$ cat src/rtl/spi_port_pkg.sv
package spi_port_pkg;
   localparam logic [1:0] ADR_CTRL = 2'd0;
   localparam logic [1:0] ADR_STAT = 2'd1;
   localparam logic [1:0] ADR_DATA = 2'd2;

   // control bit positions
   localparam int CB_EN   = 0;
   localparam int CB_MST  = 1;
   localparam int CB_IE   = 2;
   localparam int CB_RATE = 4;

   // status bit positions
   localparam int SB_DONE = 7;
   localparam int SB_WCOL = 6;
   localparam int SB_MODF = 4;

   // flag slots in the flag vector
   localparam int FL_DONE = 0;
   localparam int FL_WCOL = 1;
   localparam int FL_MODF = 2;
   localparam int FL_NUM  = 3;

   // half period of master serial clock, in system clocks
   function automatic int half_period(input logic [1:0] code);
      case (code)
         2'd0:    return 1;
         2'd1:    return 2;
         2'd2:    return 8;
         default: return 16;
      endcase
   endfunction
endpackage

$ cat src/rtl/spi_port_clkdiv.sv
module spi_port_clkdiv #(
   parameter int CNT_W = 4
) (
   input  logic       clk,
   input  logic       rst_n,
   input  logic       run,
   input  logic [1:0] rate,
   output logic       tick
);
   import spi_port_pkg::*;

   if (CNT_W < 4) begin : g_bad_width
      $error("spi_port_clkdiv: CNT_W must hold a count of 15");
   end

   logic [CNT_W-1:0] cnt_q;
   logic [CNT_W-1:0] limit;

   assign limit = CNT_W'(half_period(rate) - 1);
   assign tick  = run && (cnt_q == limit);

   always_ff @(posedge clk or negedge rst_n) begin
      if (!rst_n)     cnt_q <= '0;
      else if (!run)  cnt_q <= '0;
      else if (tick)  cnt_q <= '0;
      else            cnt_q <= cnt_q + 1'b1;
   end
endmodule

$ cat src/rtl/spi_port_shifter.sv
module spi_port_shifter #(
   parameter int W        = 8,
   parameter bit SLAVE_EN = 1'b1
) (
   input  logic         clk,
   input  logic         rst_n,
   input  logic         en,
   input  logic         master,
   input  logic         tick,
   input  logic         start,
   input  logic         abort,
   input  logic [W-1:0] tx_data,
   input  logic         sck_s,
   input  logic         ss_s,
   input  logic         ser_in,
   output logic         busy,
   output logic         sck_q,
   output logic         ser_bit,
   output logic         fin,
   output logic [W-1:0] rx_data
);
   localparam int BW = $clog2(W) + 1;

   if (W < 2) begin : g_bad_w
      $error("spi_port_shifter: W must be at least 2");
   end

   logic [W-1:0]  sh_q, rx_q, shift_in;
   logic          cap_q, busy_q, sck_r;
   logic [BW-1:0] bit_q;
   logic          s_rise, s_fall, s_act;
   logic          m_rise, m_fall, last;

   if (SLAVE_EN) begin : g_slave
      logic sck_d;
      always_ff @(posedge clk or negedge rst_n) begin
         if (!rst_n) sck_d <= 1'b0;
         else        sck_d <= sck_s;
      end
      assign s_act  = en && !master && !ss_s;
      assign s_rise = s_act && sck_s && !sck_d;
      assign s_fall = s_act && !sck_s && sck_d;
   end else begin : g_no_slave
      assign s_act  = 1'b0;
      assign s_rise = 1'b0;
      assign s_fall = 1'b0;
   end

   assign m_rise   = busy_q && tick && !sck_r;
   assign m_fall   = busy_q && tick && sck_r;
   assign shift_in = {sh_q[W-2:0], cap_q};
   assign last     = (bit_q == BW'(W-1));
   assign fin      = (m_fall || s_fall) && last && !abort;

   always_ff @(posedge clk or negedge rst_n) begin
      if (!rst_n) begin
         sh_q   <= '0;
         rx_q   <= '0;
         cap_q  <= 1'b0;
         busy_q <= 1'b0;
         sck_r  <= 1'b0;
         bit_q  <= '0;
      end else if (abort) begin
         busy_q <= 1'b0;
         sck_r  <= 1'b0;
         bit_q  <= '0;
      end else if (start) begin
         sh_q   <= tx_data;
         bit_q  <= '0;
         busy_q <= master;
         sck_r  <= 1'b0;
      end else begin
         if (m_rise || s_rise) begin
            cap_q <= ser_in;
            if (m_rise) sck_r <= 1'b1;
         end
         if (m_fall || s_fall) begin
            sh_q  <= shift_in;
            sck_r <= 1'b0;
            if (last) begin
               bit_q  <= '0;
               busy_q <= 1'b0;
               rx_q   <= shift_in;
            end else begin
               bit_q <= bit_q + 1'b1;
            end
         end
         if (!master && !s_act) bit_q <= '0;
      end
   end

   assign busy    = busy_q || (!master && (bit_q != '0));
   assign sck_q   = sck_r;
   assign ser_bit = sh_q[W-1];
   assign rx_data = rx_q;
endmodule

$ cat src/rtl/spi_port_flag.sv
module spi_port_flag (
   input  logic clk,
   input  logic rst_n,
   input  logic set_i,
   input  logic arm_i,
   input  logic clr_i,
   output logic flag_o
);
   logic flag_q, armed_q;

   always_ff @(posedge clk or negedge rst_n) begin
      if (!rst_n) begin
         flag_q  <= 1'b0;
         armed_q <= 1'b0;
      end else if (set_i) begin
         flag_q  <= 1'b1;
         armed_q <= 1'b0;
      end else if (arm_i) begin
         armed_q <= flag_q;
      end else if (armed_q && clr_i) begin
         flag_q  <= 1'b0;
         armed_q <= 1'b0;
      end
   end

   assign flag_o = flag_q;
endmodule

$ cat src/rtl/spi_port_ctrl.sv
module spi_port_ctrl #(
   parameter int BYTE_W      = 8,
   parameter int SYNC_STAGES = 2,
   parameter int DIV_W       = 4,
   parameter bit SLAVE_EN    = 1'b1
) (
   input  logic              clk,
   input  logic              rst_n,
   input  logic              bus_sel,
   input  logic              bus_wr,
   input  logic [1:0]        bus_addr,
   input  logic [BYTE_W-1:0] bus_wdata,
   output logic [BYTE_W-1:0] bus_rdata,
   output logic              irq,
   input  logic              sck_in,
   output logic              sck_out,
   output logic              sck_oe,
   input  logic              ss_n,
   input  logic              ser_in,
   output logic              ser_out,
   output logic              ser_oe
);
   import spi_port_pkg::*;

   if (BYTE_W < 8) begin : g_bad_byte
      $error("spi_port_ctrl: BYTE_W must be at least 8");
   end
   if (SYNC_STAGES < 2) begin : g_bad_sync
      $error("spi_port_ctrl: SYNC_STAGES must be at least 2");
   end

   localparam logic [BYTE_W-1:0] CTRL_MASK = BYTE_W'(8'h37);

   // pin synchronizers
   logic [SYNC_STAGES-1:0] sck_sy, ss_sy;
   logic sck_s, ss_s;

   always_ff @(posedge clk or negedge rst_n) begin
      if (!rst_n) begin
         sck_sy <= '0;
         ss_sy  <= '1;
      end else begin
         sck_sy <= {sck_sy[SYNC_STAGES-2:0], sck_in};
         ss_sy  <= {ss_sy[SYNC_STAGES-2:0], ss_n};
      end
   end
   assign sck_s = sck_sy[SYNC_STAGES-1];
   assign ss_s  = ss_sy[SYNC_STAGES-1];

   // bus decode
   logic rd, wr, ctrl_wr, stat_rd, data_acc, data_wr;
   assign rd       = bus_sel && !bus_wr;
   assign wr       = bus_sel && bus_wr;
   assign ctrl_wr  = wr && (bus_addr == ADR_CTRL);
   assign stat_rd  = rd && (bus_addr == ADR_STAT);
   assign data_acc = bus_sel && (bus_addr == ADR_DATA);
   assign data_wr  = wr && (bus_addr == ADR_DATA);

   // control register
   logic [BYTE_W-1:0] ctrl_q;
   logic ctl_en, ctl_mst, ctl_ie;
   logic [1:0] ctl_rate;
   logic modf_evt;

   assign ctl_en   = ctrl_q[CB_EN];
   assign ctl_mst  = ctrl_q[CB_MST];
   assign ctl_ie   = ctrl_q[CB_IE];
   assign ctl_rate = ctrl_q[CB_RATE+1:CB_RATE];
   assign modf_evt = ctl_mst && !ss_s;

   always_ff @(posedge clk or negedge rst_n) begin
      if (!rst_n) begin
         ctrl_q <= '0;
      end else if (modf_evt) begin
         ctrl_q[CB_EN]  <= 1'b0;
         ctrl_q[CB_MST] <= 1'b0;
      end else if (ctrl_wr) begin
         ctrl_q <= bus_wdata & CTRL_MASK;
      end
   end

   // shift engine and divider
   logic busy, tick, fin, sck_q, ser_bit, start, wcol_evt;
   logic [BYTE_W-1:0] rx_data;

   assign start    = data_wr && !busy && ctl_en;
   assign wcol_evt = data_wr && busy;

   spi_port_clkdiv #(.CNT_W(DIV_W)) u_div (
      .clk   (clk),
      .rst_n (rst_n),
      .run   (busy && ctl_mst),
      .rate  (ctl_rate),
      .tick  (tick)
   );

   spi_port_shifter #(.W(BYTE_W), .SLAVE_EN(SLAVE_EN)) u_shift (
      .clk     (clk),
      .rst_n   (rst_n),
      .en      (ctl_en),
      .master  (ctl_mst),
      .tick    (tick),
      .start   (start),
      .abort   (modf_evt || !ctl_en),
      .tx_data (bus_wdata),
      .sck_s   (sck_s),
      .ss_s    (ss_s),
      .ser_in  (ser_in),
      .busy    (busy),
      .sck_q   (sck_q),
      .ser_bit (ser_bit),
      .fin     (fin),
      .rx_data (rx_data)
   );

   // status flags
   logic [FL_NUM-1:0] set_v, clr_v, flag_q;
   assign set_v[FL_DONE] = fin;
   assign set_v[FL_WCOL] = wcol_evt;
   assign set_v[FL_MODF] = modf_evt;
   assign clr_v[FL_DONE] = data_acc;
   assign clr_v[FL_WCOL] = data_acc;
   assign clr_v[FL_MODF] = ctrl_wr;

   for (genvar i = 0; i < FL_NUM; i++) begin : g_flag
      spi_port_flag u_flag (
         .clk    (clk),
         .rst_n  (rst_n),
         .set_i  (set_v[i]),
         .arm_i  (stat_rd),
         .clr_i  (clr_v[i]),
         .flag_o (flag_q[i])
      );
   end

   logic [BYTE_W-1:0] status;
   always_comb begin
      status          = '0;
      status[SB_DONE] = flag_q[FL_DONE];
      status[SB_WCOL] = flag_q[FL_WCOL];
      status[SB_MODF] = flag_q[FL_MODF];
   end

   always_comb begin
      case (bus_addr)
         ADR_CTRL: bus_rdata = ctrl_q;
         ADR_STAT: bus_rdata = status;
         ADR_DATA: bus_rdata = rx_data;
         default:  bus_rdata = '0;
      endcase
   end

   assign irq     = ctl_ie && (flag_q[FL_DONE] || flag_q[FL_MODF]);
   assign sck_out = sck_q;
   assign sck_oe  = ctl_en && ctl_mst;
   assign ser_out = ser_bit;
   assign ser_oe  = ctl_en && (ctl_mst || !ss_s);
endmodule

$ cat config.mk
export PLATFORM = sky130hd
export DESIGN_NAME = spi_port_ctrl
export DESIGN_NICKNAME = d
export VERILOG_FILES = /design/src/rtl/spi_port_pkg.sv /design/src/rtl/spi_port_clkdiv.sv /design/src/rtl/spi_port_shifter.sv /design/src/rtl/spi_port_flag.sv /design/src/rtl/spi_port_ctrl.sv
export SDC_FILE = /design/constraint.sdc
export NUM_CORES = 1
export LEC_CHECK = 0
export ABC_AREA = 1
export BUFFER_PORTS_ARGS = -buffer_cell sky130_fd_sc_hd__buf_2
export CORE_MARGIN = 2
export CORE_UTILIZATION = 51
export DETAILED_ROUTE_END_ITERATION = 7
export PLACE_DENSITY = 0.77
export SLEW_MARGIN = 20
export SYNTH_ARGS = -nofsm -noshare
export SYNTH_HDL_FRONTEND = slang
export SYNTH_SLANG_ARGS = --single-unit
$ cat constraint.sdc
create_clock -name clk -period 1.65 [get_ports clk]
set_input_delay 0.0825 -clock clk [delete_from_list [all_inputs] [get_ports clk]]
set_output_delay 0.0825 -clock clk [all_outputs]
set_load 0.005 [all_outputs]
==> Yosys cells after proc, flatten, opt, wreduce, memory -nomap -nowiden <==
Index checks and enable logic that the tools add are counted.
W data, S select, Z words.
{ "totals": {"reg_bits": 43, "inputBits": 17, "output_inout_bits": 13, "wordCells": 142} }
{ "op_classes": {"add_sub_neg": 3, "n_eq_ne": 9, "n_mux": 37, "n_bitwise": 3, "reduce_logical": 72} }
{ "ops": {"columns": ["op", "count"], "rows": [
  ["$logic_and A1 B1 Y1", 31],
  ["$mux W4", 7],
  ["$mux W1", 24],
  ["$pmux W8 S3", 1],
  ["$mux W8", 2],
  ["$reduce_bool A4 Y1", 4],
  ["$reduce_bool A3 Y1", 5],
  ["$reduce_and A2 Y1", 7],
  ["$pmux W4 S3", 1],
  ["$logic_not A1 Y1", 10],
  ["$reduce_bool A2 Y1", 5],
  ["$add A4 B1 Y4 const B", 2],
  ["$logic_or A1 B1 Y1", 6],
  ["$eq A2 B1 Y1 const B", 2],
  ["$eq A2 B2 Y1 const B", 2],
  ["$eq A4 B3 Y1 const B", 1],
  ["$eq A4 B4 Y1", 1],
  ["$logic_not A2 Y1", 2],
  ["$mux W2", 2],
  ["$ne A2 B2 Y1 const B", 2],
  ["$reduce_and A4 Y1", 1],
  ["$sub A4 B1 Y4 const B", 1],
  ["$not A1 Y1", 3],
  ["$reduce_and A3 Y1", 1],
  ["$ne A2 B1 Y1 const B", 1]
]} }

==> Longest topological paths before layout <==
Gate-level depths: netlist (run 1).
{ "depth": {"depth_word": 12, "depth_mapped": 12, "ltp_nobuf": 12} }

==> Modules after synthesis <==
From an unflattened synthesis (run 1), not the netlist that was laid out.
{ "unflattened": {"hier_cells": 296, "hier_area_um2": 2427.3} }
{ "modules_own_cells": {"columns": ["mod", "n_inst", "cells_each", "area_per_inst_um2", "seq_area_each_um2"], "rows": [
  ["spi_port_shifter", 1, 146, 1288.7, 600.6],
  ["spi_port_ctrl", 1, 77, 563.0, 227.7],
  ["spi_port_clkdiv", 1, 43, 320.3, 100.1],
  ["spi_port_flag", 3, 10, 85.1, 50.0]
]} }

==> Worst setup path after synthesis (run 1) <==
OpenSTA, ideal clock, no wires.
{ "synth_path": {"kind": "reg-to-reg", "from": "register ctrl_q[5]", "to": "register u_shift.sh_q[1]", "setup_time_ns": 0.118, "t_arrival_ns": 1.613, "required_time_ns": 1.532, "path_slack_ns": -0.081, "stages_incl_launch_ff": 12, "n_path_buf": 0, "period_less_slack_ns": 1.731, "path_cell_list": "dfrtp_1 > inv_1 > nand2_1 > ha_1 > nand2_1 > nand3_1 > nor2_2 > nand3_2 > nand3_4 > nand2_2 > nand2_1 > nand2_1"} }
{ "synth_via": {"elab_chain_cells": 10, "word_cells_on_any_way": 12, "cone_classes": "add/sub (1); eq/ne (3); mux (1); reduce/logical (7)"} }
{ "synth_rtl": {"columns": ["item", "line", "source"], "rows": [
  ["from (decl)", "spi_port_ctrl.sv:60", "logic [BYTE_W-1:0] ctrl_q;"],
  ["from (signal assigned)", "spi_port_ctrl.sv:78", "ctrl_q <= bus_wdata & CTRL_MASK;"],
  ["$eq A2 B2 Y1 (tied with other cells)", "spi_port_pkg.sv:25", "case (code)"],
  ["$pmux W4 S3 (*)", "spi_port_pkg.sv:25", null],
  ["$sub A4 B1 Y4 (*)", "spi_port_clkdiv.sv:19", "assign limit = CNT_W'(half_period(rate) - 1);"],
  ["$eq A4 B4 Y1 (*)", "spi_port_clkdiv.sv:20", "assign tick = run && (cnt_q == limit);"],
  ["$logic_and A1 B1 Y1 (*)", "spi_port_clkdiv.sv:20", null],
  ["$logic_and A1 B1 Y1 (*) (2 in a row)", "spi_port_shifter.sv:50", "assign m_fall = busy_q && tick && sck_r;"],
  ["$logic_or A1 B1 Y1 (*)", "spi_port_shifter.sv:77", "if (m_fall || s_fall) begin"],
  ["$reduce_bool A2 Y1 (no line) (*)", null, null],
  ["$reduce_and A2 Y1 (no line) (*)", null, null],
  ["to (signal assigned)", "spi_port_shifter.sv:68", "sh_q <= tx_data;"],
  ["to (signal assigned)", "spi_port_shifter.sv:78", "sh_q <= shift_in;"],
  ["to (decl)", "spi_port_shifter.sv:28", "logic [W-1:0] sh_q, rx_q, shift_in;"]
]} }
Mark *: on every way between the ends. The rest lies on a longest branch, timed or not.
A chain may end at the register's enable or synchronous reset.

==> Final worst setup path (run 1) <==
{ "layout_path": {"from": "register ctrl_q[5]", "to": "register u_shift.sh_q[4]"} }
Same word-level chain as after synthesis.

==> key figures, run 1 <==
Outcome
  – Status: finished, violations left
  – Violated checks: setup timing

Drt
  – Post-route ant nets: 0
  – Met1 Wirelength: 2486 µm
  – Met2 WL: 2607 µm
  – Routed wire per std cell: 13.67 µm
  – Uppermost layer routed: met4
  – Via count: 2133
  – 1st-pass router iterations: 4
  – Vias/cell: 5.267
  – Drt initial violations: ~140
  – DRC: 0
  – WL met3: 344 µm
  – Routed WL: 5535 µm

Floorplan
  – Boundary Pins: 30
  – Row cnt: 24
  – Die height: between 70 and 80 µm
  – Die area: roughly 5000 µm²
  – Core area: 4324 µm²
  – Initial Util: 0.5234
  – Die width: 70.62 µm

Worst setup path
  – Slack of the worst reg-to-reg path: -0.14 ns
  – Top delay family on crit path: simple AND/OR/NAND/NOR gates
  – CP max stage cell: dfrtp_1
  – Crit Path Max Fanout: 8
  – CP peak stage delay: 0.40 ns
  – CP arrival: ~2 ns
  – CP Cell Sequence: inv_2, nand2_1, ha_4, inv_2, nand2_2, nand3_2, nor2_4, nand3_4, nand3_4, nand2_8, nand2_2, nand2_1
  – CP Launch Type: register
  – Setup CP Type: register to register
  – CP Buf/Inv Count: 2
  – Type of destination of the critical path: register
  – CP Data Required Time: 1.84 ns

Clocking
  – Clock Path Buffers: 2
  – CTS tree: yes
  – Clock slew at reported path FFs: 0.08 ns
  – Clk Tree Root Cell: clkbuf_8
  – Clk sinks: 43
  – Clock buffer count from CTS: 5
  – H-tree levels: 2
  – Worst-skew pair later-pin latency: about 0.31 ns

Power and ir drop
  – Comb pwr share: 0.237
  – Share of power burned in registers: 0.456
  – Worst IR Drop VDD: 494.9 µV
  – PwrDens: just under 900 nW/µm²
  – Clk pwr share: 0.307
  – Switching power: 798.0 µW
  – P_int: 1841 µW
  – Static Leak: 0.001517 µW
  – Sw Ratio: 0.3024

Logic synthesis
  – Average size of a mapped cell: roughly 7.8 µm²
  – Synthesized net count: 313
  – Yosys cell types: 31
  – Yosys synthesis warning count: 0
  – Post-synthesis sequential area ratio: 0.4765
  – Cells after Synth: 292
  – Post-Syn Area: 2263 µm²
  – Seq cells post-synth: 43

GRT
  – Gr usage total: 0.2297
  – Vias in the first global route: between 1.5k and 2k
  – Wire length of the first global-routing pass: approximately 9000 µm
  – Initial antenna violation count: 0
  – Largest net degree at the start of global routing: 24
  – Grt total ovfl: 0

Final layout
  – Share of cells above drive strength 1: 0.3286
  – Post-Route Utilization: 0.6840
  – Fillers: approximately 330
  – ANT cells: 0
  – Fin nets: between 300 and 400
  – Area growth syn-to-layout: 30.68%

Place
  – Hpwl dp: 3908 µm
  – GP Congestion: 0.8336
  – PortBufs: 29

Timing
  – Final WS setup: -0.1436 ns
  – Period minus WS final: 1.794 ns
  – Slew Viols, Final: 0
  – Max_slew headroom: 0.6695
  – Crit share post-route: 1.087
  – Final hold slack: 0.02651 ns
  – Final count of hold timing violations: 0
  – Fmax: 557.5 MHz
  – Setup Viol. Count Final: 28
  – RSZ-0062 raised after global routing: true
  – Clk_skew: about 0.0093 ns
  – Tightest Pin Transition: 0.4957 ns

Min path
  – Hold Crit Class: input pin to register

Flow run
  – MaxCap Viol Count: 0
[cell usage after synthesis (all sizes together)]
library cell	number	area, µm²
or2	2	12.52
nand3	38	207.7
a22oi	1	7.510
o32ai	1	8.760
dfstp	2	52.55
ha	4	50.05
inv	39	146.4
nand4	2	12.51
clkinv	1	3.750
nor2	26	117.6
o221ai	1	8.760
a22o	1	8.760
xor2	2	17.52
a21oi	4	20.02
dfrtp	41	1026
xnor2	1	8.760
o22ai	1	6.260
nand2	102	405.4
o21ai	20	115.1
buf	3	27.52
[metal layers]
layer  GRT usage  up-vias
met3     0.06268       10
met2      0.3543       62
met4     0.07757        0
met5           0        -
met1      0.3166     1011
li1            -     1050
[kinds of logic (layout without fill, tap and decap cells)]
logic type                 Yosys count  in the layout  synth area share
DFF                                 43             43            0.4765
buffers and inverters               43            103           0.07849
AOI/OAI and AO/OA                   29             29           0.07739
and+or+nand+nor                    170            171            0.3339
xor gates and xnor gates             3              3           0.01161
adders and majority gates            4              4           0.02211
[cells in the final DEF (no fill, tap or decap), types with 5 or more instances in the layout]
cell type / netlist / final
dfrtp_1: 41 / 41
buf_2: 1 / 29
buf_4: 0 / 20
inv_2: 4 / 6
inv_1: 35 / 33
nand3_1: 36 / 28
nand2_2: 3 / 17
nand2_1: 97 / 82
clkbuf_8: 0 / 5
nand3_2: 1 / 9
nor2_1: 20 / 18
o21ai_0: 15 / 15
[flip-flops by register name, summed over array words and instances, names as in the netlist]
name and cells:
u_shift.rx_data 8, u_shift.sck_q 1, u_shift.cap_q 1, g_flag.u_flag.flag_o 3, sck_sy 2, u_shift.bit_q 4
u_shift.g_slave.sck_d 1, u_div.cnt_q 4, ctrl_q 5, g_flag.u_flag.armed_q 3, ss_sy 2, u_shift.sh_q 8
u_shift.busy_q 1
[power by group through the flow]
stage          clock [µW]  sequential, µW  combinational [µW]
2_1_floorplan           0            1210                 303
3_3_place_gp            0            1220                 497
3_5_place_dp            0            1220                 505
4_1_cts               808            1200                 537
5_1_grt               856            1220                 695
6_report              810            1200                 625
[area by class of cell]
class	count	area, µm²	area share
Clock buffer	6	72.57	0.02453
Clock inverter	1	30.03	0.01015
Inverter	40	150.1	0.05076
Multi-Input combinational cell	207	1182	0.3997
Sequential cell	43	1079	0.3646
Tap cell	52	65.06	0.02200
Timing Repair Buffer	56	379.1	0.1282
[path summary, 6_finish.rpt]
kind,start,endpoint,cells past startpoint
max,ctrl_q[5]$_DFFE_PN0P_,u_shift.sh_q[4]$_DFFE_PN0P_,12
min,ser_in,u_shift.cap_q$_DFFE_PN0P_,3
max reg2reg,ctrl_q[5]$_DFFE_PN0P_,u_shift.sh_q[4]$_DFFE_PN0P_,12
min reg2reg,sck_sy[0]$_DFF_PN0_,sck_sy[1]$_DFF_PN0_,0
max in group asynchronous,rst_n,u_shift.busy_q$_DFFE_PN0P_,3
min in group asynchronous,rst_n,u_shift.sh_q[3]$_DFFE_PN0P_,2
[metrics by stage]
stage	instance area [µm²]	setup TNS [ns]	total power [µW]	worst slack, ns	cells
2_1_floorplan	2268	-0.2858	1510	-0.03818	292
3_3_place_gp	2606	-1.733	1714	-0.09100	389
3_5_place_dp	2606	-2.765	1726	-0.1475	389
4_1_cts	2819	-2.426	2545	-0.1282	402
5_1_grt	2958	-5.907	2767	-0.2582	405
6_report	2958	-2.658	2639	-0.1436	405
[timing repair]
item | CTS | global route
setup buffers | 3 | 2
hold buffers | 3 | 0
pin swaps | 5 | 12
endpoints found under the setup margin | 23 | 29
resized for setup | 11 | 30
endpoints found under the hold margin | 20 | 0
cloned | 0 | 1
[worst register-to-register path: stages (launching register included)]
cell and delay [ns]:
dfrtp_1 0.40, inv_2 0.08, nand2_1 0.09, ha_4 0.29
inv_2 0.03, nand2_2 0.04, nand3_2 0.08, nor2_4 0.12
nand3_4 0.15, nand3_4 0.19, nand2_8 0.10, nand2_2 0.07
nand2_1 0.05
(Power assumes the default switching activity.)
==> run 2: changes to the inputs <==
PLACE_DENSITY = 0.76   (was 0.77)
SYNTH_HIERARCHICAL = 1   (was not set)
==> key figures, run 2 <==
Outcome
  – Status: finished, violations left
  – Violated checks: setup timing

GRT
  – Grt total ovfl: 0 (unchanged)
  – Initial antenna violation count: 0 (unchanged)
  – Gr usage total: 0.2499 (+0.02018)
  – Largest net degree at the start of global routing: 24 (unchanged)
  – Wire length of the first global-routing pass: 10080 µm (+12%)
  – Vias in the first global route: 2225 (+12%)

Timing
  – Max_slew headroom: 0.6473 (-0.02223)
  – Final count of hold timing violations: 0 (unchanged)
  – Final WS setup: -0.4561 ns (-0.3125 ns)
  – Post-route setup TNS: -9.646 ns (-6.989 ns)
  – Crit share post-route: 1.276 (+0.1894)
  – Fmax: 474.8 MHz (-15%)
  – Period minus WS final: 2.106 ns (+0.3125 ns)
  – Slew Viols, Final: 0 (unchanged)
  – Clk_skew: 0.007602 ns (-0.001702 ns)
  – Tightest Pin Transition: 0.5235 ns (+0.02781 ns)
  – RSZ-0062 raised after global routing: true
  – Final hold slack: 0.02013 ns (-0.006380 ns)
  – Setup Viol. Count Final: 25 (-11%)

Clocking
  – Clock buffer count from CTS: 5 (unchanged)
  – Clk sinks: 43 (unchanged)
  – Clock slew at reported path FFs: 0.08 ns (about the same)
  – Worst-skew pair later-pin latency: 0.30 ns (about the same)
  – H-tree levels: 2 (unchanged)
  – Clk Tree Root Cell: clkbuf_8
  – CTS tree: yes
  – Clock Path Buffers: 2 (unchanged)

Logic synthesis
  – Yosys synthesis warning count: 6 (+6)
  – Commonest register cell after synthesis: dfrtp_1
  – Seq cells post-synth: 43 (unchanged)
  – Synth top area cells: dfrtp_1, nand2_1, inv_1
  – Synth area leader: dfrtp_1
  – EDFF count, synth: 0 (unchanged)
  – Post-synth top cells: nand2_1, inv_1, dfrtp_1, nor2_1
  – Post-synthesis sequential area ratio: 0.4443 (-0.03218)
  – Cells after Synth: 296 (+1.4%)
  – Ys async rst share: 1.000 (unchanged)
  – Post-Syn Area: 2427 µm² (+7.2%)
  – Top-count cell post-synth: nand2_1
  – Yosys cell types: 27 (-13%)
  – Synthesized net count: 317 (+1.3%)
  – Synth top area share: 0.4227 (-0.03061)
  – Average size of a mapped cell: 8.200 µm² (+5.8%)

Worst setup path
  – CP peak stage delay: 0.39 ns (about the same)
  – Crit Path Max Fanout: 8 (unchanged)
  – Setup CP Type: register to register
  – CP max stage cell: dfrtp_1
  – CP Cell Sequence: inv_2, ha_4, a21oi_2, or2_4, nand2_2, inv_2, nand3_4, nor2_4, and2_4, nand3_4, nand2_4, buf_6, nand3_4, nand2_2, o21ai_2
  – Cell mode on critical path: nand3_4
  – CP Buf/Inv Count: 3 (+1)
  – Type of destination of the critical path: register
  – CP Launch Type: register
  – CP arrival: 2.30 ns (+0.31 ns)
  – Slack of the worst reg-to-reg path: -0.46 ns (-0.31 ns)
  – CP Data Required Time: 1.84 ns (about the same)
  – Top delay family on crit path: simple AND/OR/NAND/NOR gates

Place
  – PortBufs: 29 (unchanged)
  – Hpwl dp: 4085 µm (+4.5%)
  – GP Congestion: 0.9141 (+9.7%)

Final layout
  – ANT cells: 0 (unchanged)
  – Area growth syn-to-layout: 35.46%
  – Fillers: 324 (-2.7%)
  – Post-Route Utilization: 0.7055 (+0.02148)
  – Fin nets: 399 (+6.7%)
  – Share of cells above drive strength 1: 0.4485 (+0.1199)
  – Commonest non-fill, non-tap cell in the layout: nand2_1
  – Most frequent cells in the layout: nand2_1, dfrtp_1, buf_4

Floorplan
  – Die width: 72.99 µm (+3.4%)
  – Die height: 72.99 µm (+3.4%)
  – Initial Util: 0.5208 (-0.002632)
  – Die area: 5328 µm² (+6.8%)
  – Row cnt: 25 (+4.2%)
  – Boundary Pins: 30 (unchanged)
  – Core area: 4661 µm² (+7.8%)

Drt
  – Via count: 2354 (+10%)
  – Drt initial violations: 136 (-4.9%)
  – Routed wire per std cell: 14.93 µm (+9.3%)
  – Vias/cell: 5.436 (+3.2%)
  – Routed WL: 6466 µm (+17%)
  – 1st-pass router iterations: 5 (+1)
  – Post-route ant nets: 0 (unchanged)
  – DRC: 0 (unchanged)

Flow run
  – MaxCap Viol Count: 0 (unchanged)

Power and ir drop
  – Worst IR Drop VDD: 706.1 µV (+43%)
  – Tot Pwr: 2719 µW (+3.0%)
  – Static Leak: 0.001633 µW (+7.7%)
  – PwrDens: 826.9 nW/µm² (-7.3%)

Min path
  – Hold Crit Class: input pin to register
run 2: changes by cell type after synthesis, sizes merged, moves of 7 or more:
cell / delta
nand3: -13
inv: +10
nand4: +10
o21ai: +7
nand2: -21
a21oi: +13
run 2: tightest hold or removal path, cell delays in order:
cell,delay [ns]
buf_2,0.08
nand3_1,0.06
nand2_1,0.06
run 2: logic make-up (layout without fill, tap and decap cells):
family / Yosys count / count (layout) / share of synthesized area
AND/OR/NAND/NOR: 149 / 150 / 0.3139
buffers and inverters: 54 / 136 / 0.09587
AO/OA/AOI/OAI: 45 / 45 / 0.1216
flip-flops: 43 / 43 / 0.4443
adder cells (fa/ha/maj): 4 / 4 / 0.02062
XOR/XNOR: 1 / 1 / 0.003609
run 2: stage by stage:
step                worst slack (ns)  cell area [µm²]  cells
floorplan                    -0.3591             2459    296
global placement             -0.3181             2863    407
detailed placement           -0.3918             2863    407
CTS                          -0.3515             3188    428
global route                 -0.5354             3288    433
finish                       -0.4561             3288    433
run 2: cell type report:
type,count,area [µm²],share of cell area
Tap cell,54,67.56,0.02055
Multi-Input combinational cell,200,1284,0.3904
Sequential cell,43,1079,0.3280
Clock inverter,2,35.03,0.01065
Clock buffer,6,82.58,0.02511
Inverter,49,186.4,0.05670
Timing Repair Buffer,79,554.3,0.1686
run 2: worst paths after layout:
path | startpoint | endpoint | cells after the start
min | ser_in | u_shift/cap_q$_DFFE_PN0P_ | 3
max | u_shift/bit_q[0]$_DFFE_PN0P_ | u_shift/rx_data[0]$_DFFE_PN0P_ | 15
min in group asynchronous | rst_n | ctrl_q[0]$_DFFE_PN0P_ | 2
max reg2reg | u_shift/bit_q[0]$_DFFE_PN0P_ | u_shift/rx_data[0]$_DFFE_PN0P_ | 15
min reg2reg | sck_sy[0]$_DFF_PN0_ | sck_sy[1]$_DFF_PN0_ | 0
max in group asynchronous | rst_n | u_shift/rx_data[1]$_DFFE_PN0P_ | 3
run 2: timing repair:
action | 4_1_cts | 5_1_grt
pin swaps | 18 | 14
endpoints found under the setup margin | 25 | 25
buffers inserted | 9 | 6
hold buffers | 3 | 0
hold endpoints to repair | 21 | 0
resized for setup | 28 | 15
gates cloned | 1 | 0
run 2: power breakdown:
group          switching (µW)  internal [µW]
Clock                     350            489
Sequential               55.5           1140
Combinational             379            306
run 2: routing by layer:
metal | routed length, µm | GRT usage
met1 | 2392 | 0.2982
met2 | 3311 | 0.4284
met3 | 438 | 0.04696
met4 | 324 | 0.1255
met5 | 0 | 0
